### src/rtl/deb_pkg.sv
package deb_pkg;

  typedef enum logic [1:0] {
    SEL_RSVD   = 2'b00,
    SEL_BYPASS = 2'b01,
    SEL_1MS    = 2'b10,
    SEL_3MS    = 2'b11
  } dly_sel_e;

  localparam int HOLD_W = 2;

  // Number of millisecond ticks a new level must outlast (reserved code maps to 3)
  function automatic logic [HOLD_W-1:0] sel_hold_ticks(input logic [1:0] s);
    case (dly_sel_e'(s))
      SEL_1MS:    sel_hold_ticks = 2'd1;
      SEL_BYPASS: sel_hold_ticks = 2'd0;
      default:    sel_hold_ticks = 2'd3;
    endcase
  endfunction

  function automatic logic sel_is_bypass(input logic [1:0] s);
    sel_is_bypass = (dly_sel_e'(s) == SEL_BYPASS);
  endfunction

endpackage

### src/rtl/deb_tick_gen.sv
module deb_tick_gen #(
  parameter int DIV = 1000
) (
  input  logic clk,
  input  logic rst_n,
  output logic tick_o
);
  localparam int TW = (DIV > 1) ? $clog2(DIV) : 1;
  localparam logic [TW-1:0] LAST = TW'(DIV - 1);

  logic [TW-1:0] cnt_q;

  assign tick_o = (cnt_q == LAST);

  always_ff @(posedge clk or negedge rst_n) begin
    if (!rst_n)      cnt_q <= '0;
    else if (tick_o) cnt_q <= '0;
    else             cnt_q <= cnt_q + 1'b1;
  end

  generate
    if (DIV > 1) begin : g_gap_chk
      AST_TICK_SINGLE_CYCLE: assert property (@(posedge clk) disable iff (!rst_n)
        tick_o |=> !tick_o);
    end
  endgenerate

endmodule

### src/rtl/deb_sync.sv
module deb_sync #(
  parameter int W = 8
) (
  input  logic         clk,
  input  logic         rst_n,
  input  logic [W-1:0] d_i,
  output logic [W-1:0] q_o
);
  logic [W-1:0] meta_q;
  logic [W-1:0] stab_q;

  always_ff @(posedge clk or negedge rst_n) begin
    if (!rst_n) begin
      meta_q <= '0;
      stab_q <= '0;
    end else begin
      meta_q <= d_i;
      stab_q <= meta_q;
    end
  end

  assign q_o = stab_q;

endmodule

### src/rtl/deb_channel.sv
module deb_channel
  import deb_pkg::*;
(
  input  logic              clk,
  input  logic              rst_n,
  input  logic              lvl_i,
  input  logic              tick_i,
  input  logic [HOLD_W-1:0] hold_i,
  input  logic              bypass_i,
  output logic              clean_o
);
  logic [HOLD_W-1:0] run_q;
  logic              differs;
  logic              expire;

  assign differs = (lvl_i != clean_o);
  assign expire  = differs && tick_i && (run_q >= hold_i);

  always_ff @(posedge clk or negedge rst_n) begin
    if (!rst_n) begin
      clean_o <= 1'b0;
      run_q   <= '0;
    end else if (bypass_i) begin
      clean_o <= lvl_i;
      run_q   <= '0;
    end else if (!differs) begin
      run_q   <= '0;
    end else if (expire) begin
      clean_o <= lvl_i;
      run_q   <= '0;
    end else if (tick_i) begin
      run_q   <= run_q + 1'b1;
    end
  end

  AST_BYPASS_FOLLOW: assert property (@(posedge clk) disable iff (!rst_n)
    bypass_i |=> (clean_o == $past(lvl_i)));

  AST_MATCH_HOLDS: assert property (@(posedge clk) disable iff (!rst_n)
    (!bypass_i && (lvl_i == clean_o)) |=> $stable(clean_o));

  AST_FILTER_ON_TICK: assert property (@(posedge clk) disable iff (!rst_n)
    (!bypass_i && !tick_i) |=> $stable(clean_o));

endmodule

### src/rtl/multi_input_debouncer.sv
module multi_input_debouncer
  import deb_pkg::*;
#(
  parameter int NUM_CH  = 8,
  parameter int CLK_HZ  = 50_000_000,
  parameter int TICK_HZ = 1000
) (
  input  logic              clk,
  input  logic              rst_n,
  input  logic [NUM_CH-1:0] raw_in,
  input  logic [1:0]        dly_sel,
  output logic [NUM_CH-1:0] clean_out
);
  localparam int DIV = (CLK_HZ / TICK_HZ > 0) ? CLK_HZ / TICK_HZ : 1;

  logic              ms_tick;
  logic [NUM_CH-1:0] lvl_sync;
  logic [1:0]        sel_q;
  logic [HOLD_W-1:0] hold_ticks;
  logic              bypass;

  deb_tick_gen #(.DIV(DIV)) u_tick (
    .clk    (clk),
    .rst_n  (rst_n),
    .tick_o (ms_tick)
  );

  deb_sync #(.W(NUM_CH)) u_sync (
    .clk   (clk),
    .rst_n (rst_n),
    .d_i   (raw_in),
    .q_o   (lvl_sync)
  );

  // Select is adopted only at tick boundaries
  always_ff @(posedge clk or negedge rst_n) begin
    if (!rst_n)       sel_q <= SEL_3MS;
    else if (ms_tick) sel_q <= dly_sel;
  end

  assign hold_ticks = sel_hold_ticks(sel_q);
  assign bypass     = sel_is_bypass(sel_q);

  generate
    for (genvar gi = 0; gi < NUM_CH; gi++) begin : g_ch
      deb_channel u_ch (
        .clk      (clk),
        .rst_n    (rst_n),
        .lvl_i    (lvl_sync[gi]),
        .tick_i   (ms_tick),
        .hold_i   (hold_ticks),
        .bypass_i (bypass),
        .clean_o  (clean_out[gi])
      );
    end
  endgenerate

  AST_SEL_ON_TICK: assert property (@(posedge clk) disable iff (!rst_n)
    !ms_tick |=> $stable(sel_q));

  AST_SYNC_DELAY: assert property (@(posedge clk) disable iff (!rst_n)
    1'b1 |=> (lvl_sync == $past(u_sync.meta_q)));

endmodule

### config.mk
export PLATFORM = sky130hd
export DESIGN_NAME = multi_input_debouncer
export DESIGN_NICKNAME = d
export VERILOG_FILES = /design/src/rtl/deb_pkg.sv /design/src/rtl/deb_tick_gen.sv /design/src/rtl/deb_sync.sv /design/src/rtl/deb_channel.sv /design/src/rtl/multi_input_debouncer.sv
export SDC_FILE = /design/constraint.sdc
export NUM_CORES = 1
export LEC_CHECK = 0
export ABC_CLOCK_PERIOD_IN_PS = 7400
export BUFFER_PORTS_ARGS = -buffer_cell sky130_fd_sc_hd__buf_2
export CORE_ASPECT_RATIO = 0.75
export CORE_MARGIN = 10
export CORE_UTILIZATION = 30
export CTS_CLUSTER_SIZE = 40
export DETAILED_ROUTE_END_ITERATION = 8
export GPL_ROUTABILITY_DRIVEN = 0
export GPL_TIMING_DRIVEN = 0
export PLACE_DENSITY_LB_ADDON = 0.25
export SLEW_MARGIN = 20
export SYNTH_ARGS = -nofsm -noshare
export SYNTH_HDL_FRONTEND = slang
export SYNTH_SLANG_ARGS = --single-unit
### constraint.sdc
create_clock -name clk -period 7.4 [get_ports clk]
set_input_delay 1.11 -clock clk [delete_from_list [all_inputs] [get_ports clk]]
set_output_delay 1.11 -clock clk [all_outputs]
set_load 0.005 [all_outputs]
Word-level counts from Yosys, hierarchy flattened
Index checks and enable logic that the tools add are counted.

Bits in registers: 58. Bits of input ports: 12. Output and inout bits: 8. Word-level logic and storage cells: 154.

Add/sub/neg operators: 9. $lt $le $gt $ge: 8. Equality and inequality tests: 19. Mux-type cells: 58. Reductions and logical operators: 40.

Operators with widths (number): 2-bit 2-to-1 mux (32); 2-bit nonzero test (16); 4-bit inequality test, second input constant (7); 1-bit 2-to-1 mux (24); 16-bit by 1-bit adder with 16-bit output, second input constant (1); 2-bit by 1-bit adder with 2-bit output, second input constant (8); 16-bit == test, second input constant (1); 2-bit >= comparator (8); 1-bit logical AND (16); 16-bit 2-to-1 mux (1); 2-bit AND reduction (8); 1-bit inequality test (8); 4-bit by 3-bit inequality test with 1-bit output, second input constant (1); 2-bit case mux with 2 select lines (1); 2-bit by 1-bit == test with 1-bit output, second input constant (1); 2-bit == test, second input constant (1).

Longest topological paths before layout
Gate-level depths: netlist of the first run.

Depth after elaboration: 7. Mapped depth: 9.

Modules after synthesis
From an unflattened synthesis of the first run, not the netlist that was laid out.

Cells, all modules: 259. Area total of the unflattened synthesis: 3091.7 sq um.

By module, submodules not included: deb_channel (instances 8, cells an instance 21, area each 227.7 sq um, sequential area each 75.1 sq um); deb_tick_gen (instances 1, cells an instance 67, area each 762.0 sq um, sequential area each 400.4 sq um); deb_sync (instances 1, cells an instance 16, area each 400.4 sq um, sequential area each 400.4 sq um); multi_input_debouncer (instances 1, cells an instance 8, area each 107.6 sq um, sequential area each 52.6 sq um).

Worst setup path after synthesis of the first run
No wires, ideal clock.

Path kind: register to register. Start: register sel_q[1]. End: register g_ch[0].u_ch.clean_o. Arrival: 2.362 ns. Data required time: 7.273 ns. Setup slack: 4.910 ns. Stages on the path, launching flop included: 10. Buffers on the path: 1. Period minus slack after synthesis: 2.490 ns. Cells stage by stage: dfstp_2 -> inv_1 -> ha_1 -> inv_1 -> clkbuf_1 -> ha_1 -> nand2b_1 -> a21oi_1 -> o21ai_2 -> mux2_1.

Word-level cells in the longest chain between the ends: 6. Elaborated cells on any way between the ends: 9. Classes of those cells: 1 x order compare; 2 x eq/ne; 2 x mux; 4 x reduce/logical.

Ends and longest elaborated chain: start, declared (RTL line multi_input_debouncer.sv:18) `logic [1:0] sel_q;`; start signal, assigned (RTL line multi_input_debouncer.sv:38) `else if (ms_tick) sel_q <= dly_sel;`; 2-bit by 1-bit == test with 1-bit output or 2-bit == test (tied branches) (RTL line deb_pkg.sv:14, deb_pkg.sv:22); 2-bit case mux with 2 select lines (RTL line deb_pkg.sv:14) `case (dly_sel_e'(s))`; 2-bit >= comparator (RTL line deb_channel.sv:17) `assign expire = differs && tick_i && (run_q >= hold_i);`; 1-bit logical AND (RTL line deb_channel.sv:17); 2-bit nonzero test (no source line); 2-bit AND reduction (no source line); end signal, assigned (RTL line deb_channel.sv:24) `clean_o <= lvl_i;`; end signal, assigned (RTL line deb_channel.sv:29) `clean_o <= lvl_i;`; end, declared (RTL line deb_channel.sv:10) `output logic clean_o`.

Several ways; a longest one is shown, not always the timed one. A chain may end at the register's enable or synchronous reset.

Worst setup path in the final report of the first run
Ends and elaborated chain as after synthesis.

==> metrics.txt, run 1 <==
# TYPE chip_impl_metric gauge
chip_impl_metric{name="finish.net_count",unit=""} 319
chip_impl_metric{name="critical_path_peak_fanout",unit=""} 17
chip_impl_metric{name="switchingPower",unit="mW"} 0.1441
chip_impl_info{name="synthTopCellsByArea",value="sky130_fd_sc_hd__dfrtp_1, sky130_fd_sc_hd__ha_1, sky130_fd_sc_hd__xor2_1, sky130_fd_sc_hd__a21oi_1, sky130_fd_sc_hd__nand2_1"} 1
chip_impl_metric{name="drc",unit=""} 0
chip_impl_metric{name="num_antenna_cells",unit=""} 0
chip_impl_metric{name="die-height",unit="um"} 104.6
chip_impl_metric{name="power.share.switching",unit=""} 0.1927
chip_impl_metric{name="clkTransAtPathRegs",unit="ns"} 0.05
chip_impl_info{name="synth_largest_area_cell",value="sky130_fd_sc_hd__dfrtp_1"} 1
chip_impl_metric{name="groute.usage.overall",unit=""} 0.08572
chip_impl_metric{name="yosys_warnings",unit=""} 0
chip_impl_metric{name="setup-tns-final",unit="ns"} 0
chip_impl_metric{name="synthDominantCellAreaShare",unit=""} 0.4897
chip_impl_metric{name="met3_use_gr",unit=""} 0.04402
chip_impl_metric{name="cts.repair_timing.setup_buffer_count",unit=""} 0
chip_impl_metric{name="detail_route.iter0.violations",unit=""} 79
chip_impl_metric{name="post-route-period-util",unit=""} 0.4128
chip_impl_metric{name="grt_start_max_net_pins",unit=""} 59
chip_impl_metric{name="final.setup_skew",unit="ns"} 0.006280
chip_impl_metric{name="post_cts.resized_instances",unit=""} 0
chip_impl_metric{name="combPwrFrac",unit=""} 0.016
chip_impl_metric{name="vias_in_the_first_global_route",unit=""} 1904
chip_impl_metric{name="buffer_ports.inserted",unit=""} 19
chip_impl_metric{name="cts_inserted_buffers",unit=""} 9
chip_impl_info{name="worst_setup_path_end_kind",value="flop"} 1
chip_impl_metric{name="mapped_cell_area",unit="mm2"} 0.002861
chip_impl_info{name="min_path_type",value="reg2reg"} 1
chip_impl_metric{name="final.fill_count",unit=""} 921
chip_impl_metric{name="internal-power",unit="mW"} 0.6038
chip_impl_metric{name="power_density",unit="mW/mm2"} 218.8
chip_impl_metric{name="hold_buffers",unit=""} 0
chip_impl_info{name="critPathLaunchType",value="flop"} 1
chip_impl_metric{name="drive_above_1_share",unit=""} 0.1905
chip_impl_info{name="setup_repair_after_global_routing_missed_its_margin",value="false"} 1
chip_impl_metric{name="final-hold-violation-count",unit=""} 0
chip_impl_metric{name="grt_remaining_overflow",unit=""} 0
chip_impl_info{name="grt.busiest_layer",value="met1"} 1
chip_impl_metric{name="vias_per_cell",unit=""} 4.526
chip_impl_metric{name="synth-seq-area-share",unit=""} 0.5081
chip_impl_metric{name="syn_to_final_growth",unit="%"} 19.46
chip_impl_metric{name="detailedPlacementHpwl",unit="mm"} 3.725
chip_impl_metric{name="max_clock_freq",unit="MHz"} 327.4
chip_impl_metric{name="global_route.usage.met1",unit=""} 0.1150
chip_impl_info{name="post_synth_most_frequent_cells",value="sky130_fd_sc_hd__dfrtp_1, sky130_fd_sc_hd__a21oi_1, sky130_fd_sc_hd__nand2_1"} 1
chip_impl_metric{name="synthesis.nets",unit=""} 289
chip_impl_metric{name="postSynthAreaPerCell",unit="um2"} 11.05
chip_impl_metric{name="first_pass_iters",unit=""} 4
chip_impl_info{name="post-synth-top-count-cell",value="sky130_fd_sc_hd__dfrtp_1"} 1
chip_impl_metric{name="met2_usage_grt",unit=""} 0.1096
chip_impl_metric{name="wl_per_cell",unit="um"} 13.19
chip_impl_metric{name="ys_ff_latch",unit=""} 58
chip_impl_metric{name="floorplan.die_area",unit="mm2"} 0.01389
chip_impl_metric{name="clk_path_buf_depth",unit=""} 2
chip_impl_metric{name="placement_rows",unit=""} 30
chip_impl_metric{name="grt_first_pass_wirelength",unit="mm"} 9.356
chip_impl_metric{name="h-tree-depth",unit=""} 3
chip_impl_metric{name="finalSetupViolCount",unit=""} 0
chip_impl_metric{name="post-route-worst-setup-slack",unit="ns"} 4.345
chip_impl_info{name="path_class",value="reg2reg"} 1
chip_impl_metric{name="slew-limit-headroom",unit=""} 0.3998
chip_impl_metric{name="detailroute.via_count",unit=""} 1910
chip_impl_metric{name="core-area",unit="mm2"} 0.009159
chip_impl_metric{name="async_reset_ff_frac",unit=""} 1.000
chip_impl_metric{name="final_period_minus_worst_setup_slack",unit="ns"} 3.055
chip_impl_metric{name="synthesis.instances",unit=""} 259
chip_impl_metric{name="leakagePower",unit="nW"} 1.636
chip_impl_metric{name="power.ir.vdd_worst",unit="mV"} 0.1453
chip_impl_metric{name="post_synth_edffs",unit=""} 0
chip_impl_metric{name="netlist-cell-type-count",unit=""} 36
chip_impl_metric{name="crit_arrival",unit="ns"} 3.26
chip_impl_metric{name="p_seq_frac",unit=""} 0.434
chip_impl_metric{name="drv_slew",unit=""} 0
chip_impl_metric{name="pin_count",unit=""} 20
chip_impl_metric{name="worst-endpoint-required",unit="ns"} 7.61
chip_impl_metric{name="timing.max_cap.violations",unit=""} 0
chip_impl_metric{name="floorplan.die.width",unit="um"} 132.8
chip_impl_metric{name="worst_slew_pin_slew",unit="ns"} 0.9003
chip_impl_metric{name="pre_cts_slack",unit="ns"} 4.320
chip_impl_info{name="synthFlopType",value="sky130_fd_sc_hd__dfrtp_1"} 1
chip_impl_metric{name="clock_power_share",unit=""} 0.550
chip_impl_metric{name="route.antenna.remaining_nets",unit=""} 0
chip_impl_info{name="cts_tree",value="built"} 1
chip_impl_info{name="outcome",value="finished, final reports clean"} 1
chip_impl_metric{name="grt_antenna_before_repair",unit=""} 0
chip_impl_metric{name="cts.sinks",unit=""} 58
chip_impl_metric{name="totalWireLength",unit="mm"} 5.566
chip_impl_metric{name="start_util",unit=""} 0.3124
chip_impl_info{name="root_buffer",value="sky130_fd_sc_hd__clkbuf_16"} 1
chip_impl_metric{name="clock_insertion_delay_worst_skew",unit="ns"} 0.33
layout make-up:
cell class,instances,area (um2),area share
Multi-Input combinational cell,175,1261,0.3690
Tap cell,128,160.2,0.04685
Buffer,13,97.59,0.02855
Timing Repair Buffer,19,97.59,0.02855
Clock buffer,14,264.0,0.07723
Inverter,13,48.80,0.01428
Clock inverter,2,35.03,0.01025
Sequential cell,58,1454,0.4253
placed cells by master (no fill, tap or decap), types with 2 or more instances in the layout:
| cell type | n |
|---|---|
| sky130_fd_sc_hd__nor4_1 | 3 |
| sky130_fd_sc_hd__clkbuf_16 | 9 |
| sky130_fd_sc_hd__clkbuf_1 | 5 |
| sky130_fd_sc_hd__o21ai_2 | 2 |
| sky130_fd_sc_hd__mux2i_1 | 6 |
| sky130_fd_sc_hd__o21ai_0 | 9 |
| sky130_fd_sc_hd__buf_6 | 2 |
| sky130_fd_sc_hd__a211oi_1 | 8 |
| sky130_fd_sc_hd__xnor2_1 | 6 |
| sky130_fd_sc_hd__nand2_1 | 19 |
| sky130_fd_sc_hd__or4bb_1 | 2 |
| sky130_fd_sc_hd__dfstp_2 | 2 |
| sky130_fd_sc_hd__nand4b_1 | 8 |
| sky130_fd_sc_hd__buf_2 | 18 |
| sky130_fd_sc_hd__mux2_2 | 3 |
| sky130_fd_sc_hd__xor2_1 | 14 |
| sky130_fd_sc_hd__o21ai_1 | 7 |
| sky130_fd_sc_hd__a21oi_1 | 19 |
| sky130_fd_sc_hd__buf_4 | 10 |
| sky130_fd_sc_hd__inv_1 | 13 |
| sky130_fd_sc_hd__nand2b_1 | 8 |
| sky130_fd_sc_hd__ha_1 | 18 |
| sky130_fd_sc_hd__clkbuf_8 | 2 |
| sky130_fd_sc_hd__dfrtp_1 | 56 |
| sky130_fd_sc_hd__mux2_1 | 5 |
| sky130_fd_sc_hd__nor2_1 | 14 |
| sky130_fd_sc_hd__nand3_1 | 12 |
flip-flops by register name, summed over array words and instances (netlist names):
| register | count |
|---|---|
| g_ch.u_ch.clean_o | 8 |
| g_ch.u_ch.run_q | 16 |
| sel_q | 2 |
| u_sync.meta_q | 8 |
| u_sync.q_o | 8 |
| u_tick.cnt_q | 16 |
cells by family (layout without fill, tap and decap cells):
group | Yosys count | count (layout) | synth area share
mux | 14 | 14 | 0.05247
buf+inv | 26 | 61 | 0.05116
flops | 58 | 58 | 0.5081
compound gates | 45 | 45 | 0.08832
xor+xnor | 20 | 20 | 0.06122
fa+ha+maj | 18 | 18 | 0.07871
simple gates | 78 | 78 | 0.1600
per-stage QoR:
step / cell area [um2] / hold slack [ns] / power, mW / cells / util
final: 3418 / 0.3441 / 0.7479 / 422 / 0.3732
after global routing: 3418 / 0.3523 / 0.7812 / 422 / 0.3732
after CTS: 3418 / 0.3470 / 0.7614 / 422 / 0.3732
after detailed placement: 3119 / 0.3364 / 0.3420 / 406 / 0.3406
after global placement: 3117 / 0.3321 / 0.3417 / 406 / 0.3403
after floorplan: 2861 / 0.3312 / 0.3316 / 259 / -
power by group through the flow:
stage               sequential, mW  combinational, mW  clock [mW]
detailed placement           0.329             0.0125           0
CTS                          0.324             0.0127       0.424
global route                 0.324             0.0142       0.443
global placement             0.329             0.0125           0
floorplan                    0.329            0.00264           0
finish                       0.324             0.0118       0.412
worst max-delay path, stage by stage, from the launching register on:
cell                       delay [ns]
sky130_fd_sc_hd__dfstp_2         0.51
sky130_fd_sc_hd__inv_1           0.05
sky130_fd_sc_hd__ha_1            0.17
sky130_fd_sc_hd__inv_1           0.24
sky130_fd_sc_hd__clkbuf_1        0.72
sky130_fd_sc_hd__ha_1            0.37
sky130_fd_sc_hd__nand2b_1        0.16
sky130_fd_sc_hd__a21oi_1         0.28
sky130_fd_sc_hd__o21ai_2         0.09
sky130_fd_sc_hd__mux2_1          0.34
metal layers:
| metal | wire length, um | share of wire |
|---|---|---|
| met2 | 2229 | 0.40 |
| met5 | 0 | 0 |
| met4 | 139 | 0.025 |
| met1 | 2929 | 0.53 |
| met3 | 268 | 0.048 |
path summary, 6_finish.rpt:
check | depth (start not counted) | end | slack (ns) | startpoint
worst max-delay path | 9 | g_ch[0].u_ch.clean_o | 4.35 | sel_q[1]
max in group asynchronous | 1 | u_sync.meta_q[7] | 6.07 | rst_n
worst min register to register | 0 | u_sync.q_o[4] | 0.34 | u_sync.meta_q[4]
worst max register to register | 9 | g_ch[0].u_ch.clean_o | 4.35 | sel_q[1]
worst min-delay path | 0 | u_sync.q_o[4] | 0.34 | u_sync.meta_q[4]
min in group asynchronous | 1 | u_sync.q_o[0] | 0.84 | rst_n
(Power assumes the default switching activity.)
==> inputs of run 2 (changes only) <==
ABC_AREA = 1   (was unset)
ABC_CLOCK_PERIOD_IN_PS = 2860   (was 7400)
clock period = 2.86 ns   (was 7.4 ns; I/O delays follow)
==> metrics.txt, run 2 <==
# TYPE chip_impl_metric gauge
chip_impl_metric{name="mapped_cell_area",unit="mm2"} 0.003178
chip_impl_metric{name="grt_antenna_before_repair",unit=""} 0
chip_impl_info{name="root_buffer",value="sky130_fd_sc_hd__clkbuf_16"} 1
chip_impl_metric{name="num_antenna_cells",unit=""} 0
chip_impl_metric{name="h-tree-depth",unit=""} 3
chip_impl_metric{name="detailroute.via_count",unit=""} 2393
chip_impl_metric{name="floorplan.die.width",unit="um"} 138.8
chip_impl_metric{name="instances_no_fill",unit=""} 543
chip_impl_metric{name="synthDominantCellAreaShare",unit=""} 0.4409
chip_impl_info{name="synth_largest_area_cell",value="sky130_fd_sc_hd__dfrtp_1"} 1
chip_impl_metric{name="post-route-period-util",unit=""} 0.8681
chip_impl_metric{name="core-area",unit="mm2"} 0.01033
chip_impl_metric{name="groute.usage.overall",unit=""} 0.09206
chip_impl_metric{name="syn_to_final_growth",unit="%"} 17.28
chip_impl_metric{name="cts.repair_timing.setup_buffer_count",unit=""} 0
chip_impl_metric{name="finalSetupViolCount",unit=""} 0
chip_impl_metric{name="clock_insertion_delay_worst_skew",unit="ns"} 0.33
chip_impl_metric{name="vias_per_cell",unit=""} 4.407
chip_impl_metric{name="post_synth_edffs",unit=""} 0
chip_impl_info{name="timing.critical_path.mode_cell",value="sky130_fd_sc_hd__nand2_1"} 1
chip_impl_metric{name="power.ir.vdd_worst",unit="mV"} 0.3473
chip_impl_metric{name="drive_above_1_share",unit=""} 0.1744
chip_impl_metric{name="worst-endpoint-required",unit="ns"} 3.07
chip_impl_metric{name="netlist-cell-type-count",unit=""} 33
chip_impl_metric{name="vias_in_the_first_global_route",unit=""} 2438
chip_impl_metric{name="grt_first_pass_wirelength",unit="mm"} 11.34
chip_impl_metric{name="final.setup_skew",unit="ns"} 0.008429
chip_impl_metric{name="cts.sinks",unit=""} 58
chip_impl_info{name="synthTopCellsByArea",value="sky130_fd_sc_hd__dfrtp_1, sky130_fd_sc_hd__nand2_1, sky130_fd_sc_hd__ha_1, sky130_fd_sc_hd__inv_1, sky130_fd_sc_hd__nor2_1"} 1
chip_impl_info{name="outcome",value="finished, final reports clean"} 1
chip_impl_metric{name="power_density",unit="mW/mm2"} 509.8
chip_impl_metric{name="drc",unit=""} 0
chip_impl_metric{name="worstRegToRegCells",unit=""} 12
chip_impl_metric{name="grt_start_max_net_pins",unit=""} 59
chip_impl_metric{name="cts_inserted_buffers",unit=""} 9
chip_impl_info{name="critical-path-slowest-cell",value="sky130_fd_sc_hd__dfstp_2"} 1
chip_impl_info{name="cts_tree",value="built"} 1
chip_impl_metric{name="pin_count",unit=""} 20
chip_impl_metric{name="wl_per_cell",unit="um"} 11.96
chip_impl_metric{name="design_area",unit="mm2"} 0.003727
chip_impl_metric{name="buffer_ports.inserted",unit=""} 19
chip_impl_metric{name="hold_slack",unit="ns"} 0.1641
chip_impl_info{name="setup_repair_after_global_routing_missed_its_margin",value="false"} 1
chip_impl_info{name="r2r-start",value="sel_q[0]"} 1
chip_impl_info{name="post-synth-top-count-cell",value="sky130_fd_sc_hd__nand2_1"} 1
chip_impl_metric{name="placed_cells_incl_taps",unit=""} 527
chip_impl_metric{name="hold_buffers",unit=""} 0
chip_impl_metric{name="route.antenna.remaining_nets",unit=""} 0
chip_impl_metric{name="placement_rows",unit=""} 32
chip_impl_metric{name="post_cts.resized_instances",unit=""} 0
chip_impl_metric{name="synthesis.nets",unit=""} 402
chip_impl_metric{name="drv_slew",unit=""} 0
chip_impl_metric{name="synth_mux_area_frac",unit=""} 0
chip_impl_metric{name="synthesis.instances",unit=""} 372
chip_impl_metric{name="ys_ff_latch",unit=""} 58
chip_impl_metric{name="synth-seq-area-share",unit=""} 0.4575
chip_impl_metric{name="clkTransAtPathRegs",unit="ns"} 0.05
chip_impl_metric{name="critical_path_peak_fanout",unit=""} 17
chip_impl_info{name="critPathLaunchType",value="flop"} 1
chip_impl_metric{name="async_reset_ff_frac",unit=""} 1.000
chip_impl_metric{name="yosys.area_share.adder",unit=""} 0.07087
chip_impl_info{name="reg.largest.list",value="g_ch.u_ch.run_q x16, u_tick.cnt_q x16"} 1
chip_impl_metric{name="post_synth_xor_xnor_area",unit=""} 0.05787
chip_impl_info{name="min_path_type",value="in2async"} 1
chip_impl_metric{name="clk_path_buf_depth",unit=""} 2
chip_impl_metric{name="detail_route.iter0.violations",unit=""} 139
chip_impl_metric{name="grt_remaining_overflow",unit=""} 0
chip_impl_metric{name="setup-tns-final",unit="ns"} 0
chip_impl_metric{name="start_util",unit=""} 0.3077
chip_impl_metric{name="timing.max_cap.violations",unit=""} 0
chip_impl_info{name="synthFlopType",value="sky130_fd_sc_hd__dfrtp_1"} 1
chip_impl_info{name="post_synth_most_frequent_cells",value="sky130_fd_sc_hd__nand2_1, sky130_fd_sc_hd__dfrtp_1, sky130_fd_sc_hd__inv_1"} 1
chip_impl_metric{name="worst_slew_pin_slew",unit="ns"} 0.7450
chip_impl_info{name="critical_path.top_delay_family",value="buffers and inverters"} 1
chip_impl_metric{name="crit_arrival",unit="ns"} 2.70
chip_impl_metric{name="timing.reg2reg.setup_slack",unit="ns"} 0.38
chip_impl_metric{name="floorplan.die_area",unit="mm2"} 0.01515
chip_impl_info{name="worst_setup_path_end_kind",value="flop"} 1
chip_impl_metric{name="totalWireLength",unit="mm"} 6.496
chip_impl_metric{name="first_pass_iters",unit=""} 4
chip_impl_metric{name="die-height",unit="um"} 109.1
chip_impl_info{name="layout_commonest_cell",value="sky130_fd_sc_hd__nand2_1"} 1
chip_impl_metric{name="complex_gate_fraction_of_the_synthesized_area",unit=""} 0.05669
chip_impl_metric{name="detailedPlacementHpwl",unit="mm"} 4.576
chip_impl_metric{name="leakagePower",unit="nW"} 2.034
chip_impl_metric{name="postPlaceCellArea",unit="mm2"} 0.003446
chip_impl_metric{name="postSynthAreaPerCell",unit="um2"} 8.543
chip_impl_info{name="most-common-layout-cells",value="sky130_fd_sc_hd__nand2_1, sky130_fd_sc_hd__dfrtp_1, sky130_fd_sc_hd__inv_1"} 1
chip_impl_metric{name="cp.buffers_inverters",unit=""} 4
chip_impl_metric{name="final.fill_count",unit=""} 1091
chip_impl_metric{name="finish.net_count",unit=""} 432
chip_impl_metric{name="yosys_warnings",unit=""} 0
chip_impl_metric{name="final_period_minus_worst_setup_slack",unit="ns"} 2.483
chip_impl_metric{name="worst_stage_delay_on_the_critical_path",unit="ns"} 0.52
chip_impl_info{name="crit_chain",value="ha_1, clkinv_1, clkbuf_2, ha_1, inv_1, nand2_1, a21oi_1, inv_1, nand3_2, nand2_1, nand2_1, nand2_1"} 1
chip_impl_metric{name="final-hold-violation-count",unit=""} 0
chip_impl_info{name="synth_top_family_by_area",value="simple AND/OR/NAND/NOR gates"} 1
chip_impl_info{name="r2r-end",value="g_ch[5].u_ch.clean_o"} 1
chip_impl_metric{name="max_clock_freq",unit="MHz"} 402.8
chip_impl_info{name="path_class",value="reg2reg"} 1
chip_impl_metric{name="yosys.area_share.simple",unit=""} 0.2535
chip_impl_metric{name="slew-limit-headroom",unit=""} 0.5033
==> run 2: cell types whose count changed in the layout (fill, tap and decap cells not counted), moves of 4 or more <==
cell | before | now
sky130_fd_sc_hd__nor2_1 | 14 | 31
sky130_fd_sc_hd__nand4b_1 | 8 | 0
sky130_fd_sc_hd__mux2_1 | 5 | 0
sky130_fd_sc_hd__inv_1 | 13 | 53
sky130_fd_sc_hd__mux2i_1 | 6 | 0
sky130_fd_sc_hd__a211oi_1 | 8 | 0
sky130_fd_sc_hd__nand3_2 | 0 | 4
sky130_fd_sc_hd__a21oi_1 | 19 | 8
sky130_fd_sc_hd__nand2_4 | 0 | 4
sky130_fd_sc_hd__nand3_1 | 12 | 20
sky130_fd_sc_hd__nand2_1 | 19 | 88
sky130_fd_sc_hd__nand2b_1 | 8 | 0
sky130_fd_sc_hd__nand4_1 | 1 | 9
sky130_fd_sc_hd__inv_2 | 0 | 4
==> run 2: stage by stage <==
| stage | utilization | setup slack, ns | total power, mW |
|---|---|---|---|
| floorplan | - | 0.5925 | 0.8652 |
| global placement | 0.3333 | 0.1141 | 0.8927 |
| detailed placement | 0.3336 | 0.02156 | 0.8946 |
| CTS | 0.3607 | 0.01421 | 1.942 |
| global route | 0.3608 | 0.1989 | 1.985 |
| finish | 0.3608 | 0.3773 | 1.900 |
==> run 2: logic make-up after synthesis <==
kind of cell	count (synthesis)
AND/OR/NAND/NOR	171
buffers and inverters	72
flip-flops	58
AO/OA/AOI/OAI	32
XOR/XNOR	21
adder cells (fa/ha/maj)	18
==> run 2: how the worst max path moves through the flow <==
stage / start / to / slack (ns) / cells past startpoint
finish: sel_q[0] / g_ch[5].u_ch.clean_o / 0.38 / 12
global route: sel_q[0] / g_ch[5].u_ch.clean_o / 0.20 / 12
CTS: sel_q[1] / g_ch[5].u_ch.clean_o / 0.01 / 13
detailed placement: sel_q[1] / g_ch[5].u_ch.clean_o / 0.02 / 13
global placement: sel_q[1] / g_ch[5].u_ch.clean_o / 0.11 / 13
floorplan: sel_q[1] / g_ch[5].u_ch.clean_o / 0.59 / 13
==> run 2: report_power, final <==
part | internal [mW] | switching [mW] | total, mW
logic | 0.0108 | 0.0291 | 0.0399
clock network | 0.670 | 0.351 | 1.02
registers | 0.834 | 0.00527 | 0.839
==> run 2: area by class of cell <==
cell class	instances	area, um2	share of cell area
clock buffers	13	240.2	0.06445
clock inverters	3	40.04	0.01074
flip-flops and latches	58	1454	0.3901
well taps	136	170.2	0.04565
repair buffers	19	97.59	0.02618
inverters	59	221.5	0.05942
plain buffers	13	108.9	0.02920
multi-input cells	242	1395	0.3743
==> run 2: metal layers <==
| metal | up-vias | share of wire | GRT usage |
|---|---|---|---|
| met5 | - | 0 | 0 |
| met4 | 0 | 0.015 | 0.04012 |
| met3 | 11 | 0.036 | 0.03562 |
| met2 | 26 | 0.44 | 0.1413 |
| met1 | 1125 | 0.51 | 0.1135 |
| li1 | 1231 | - | - |
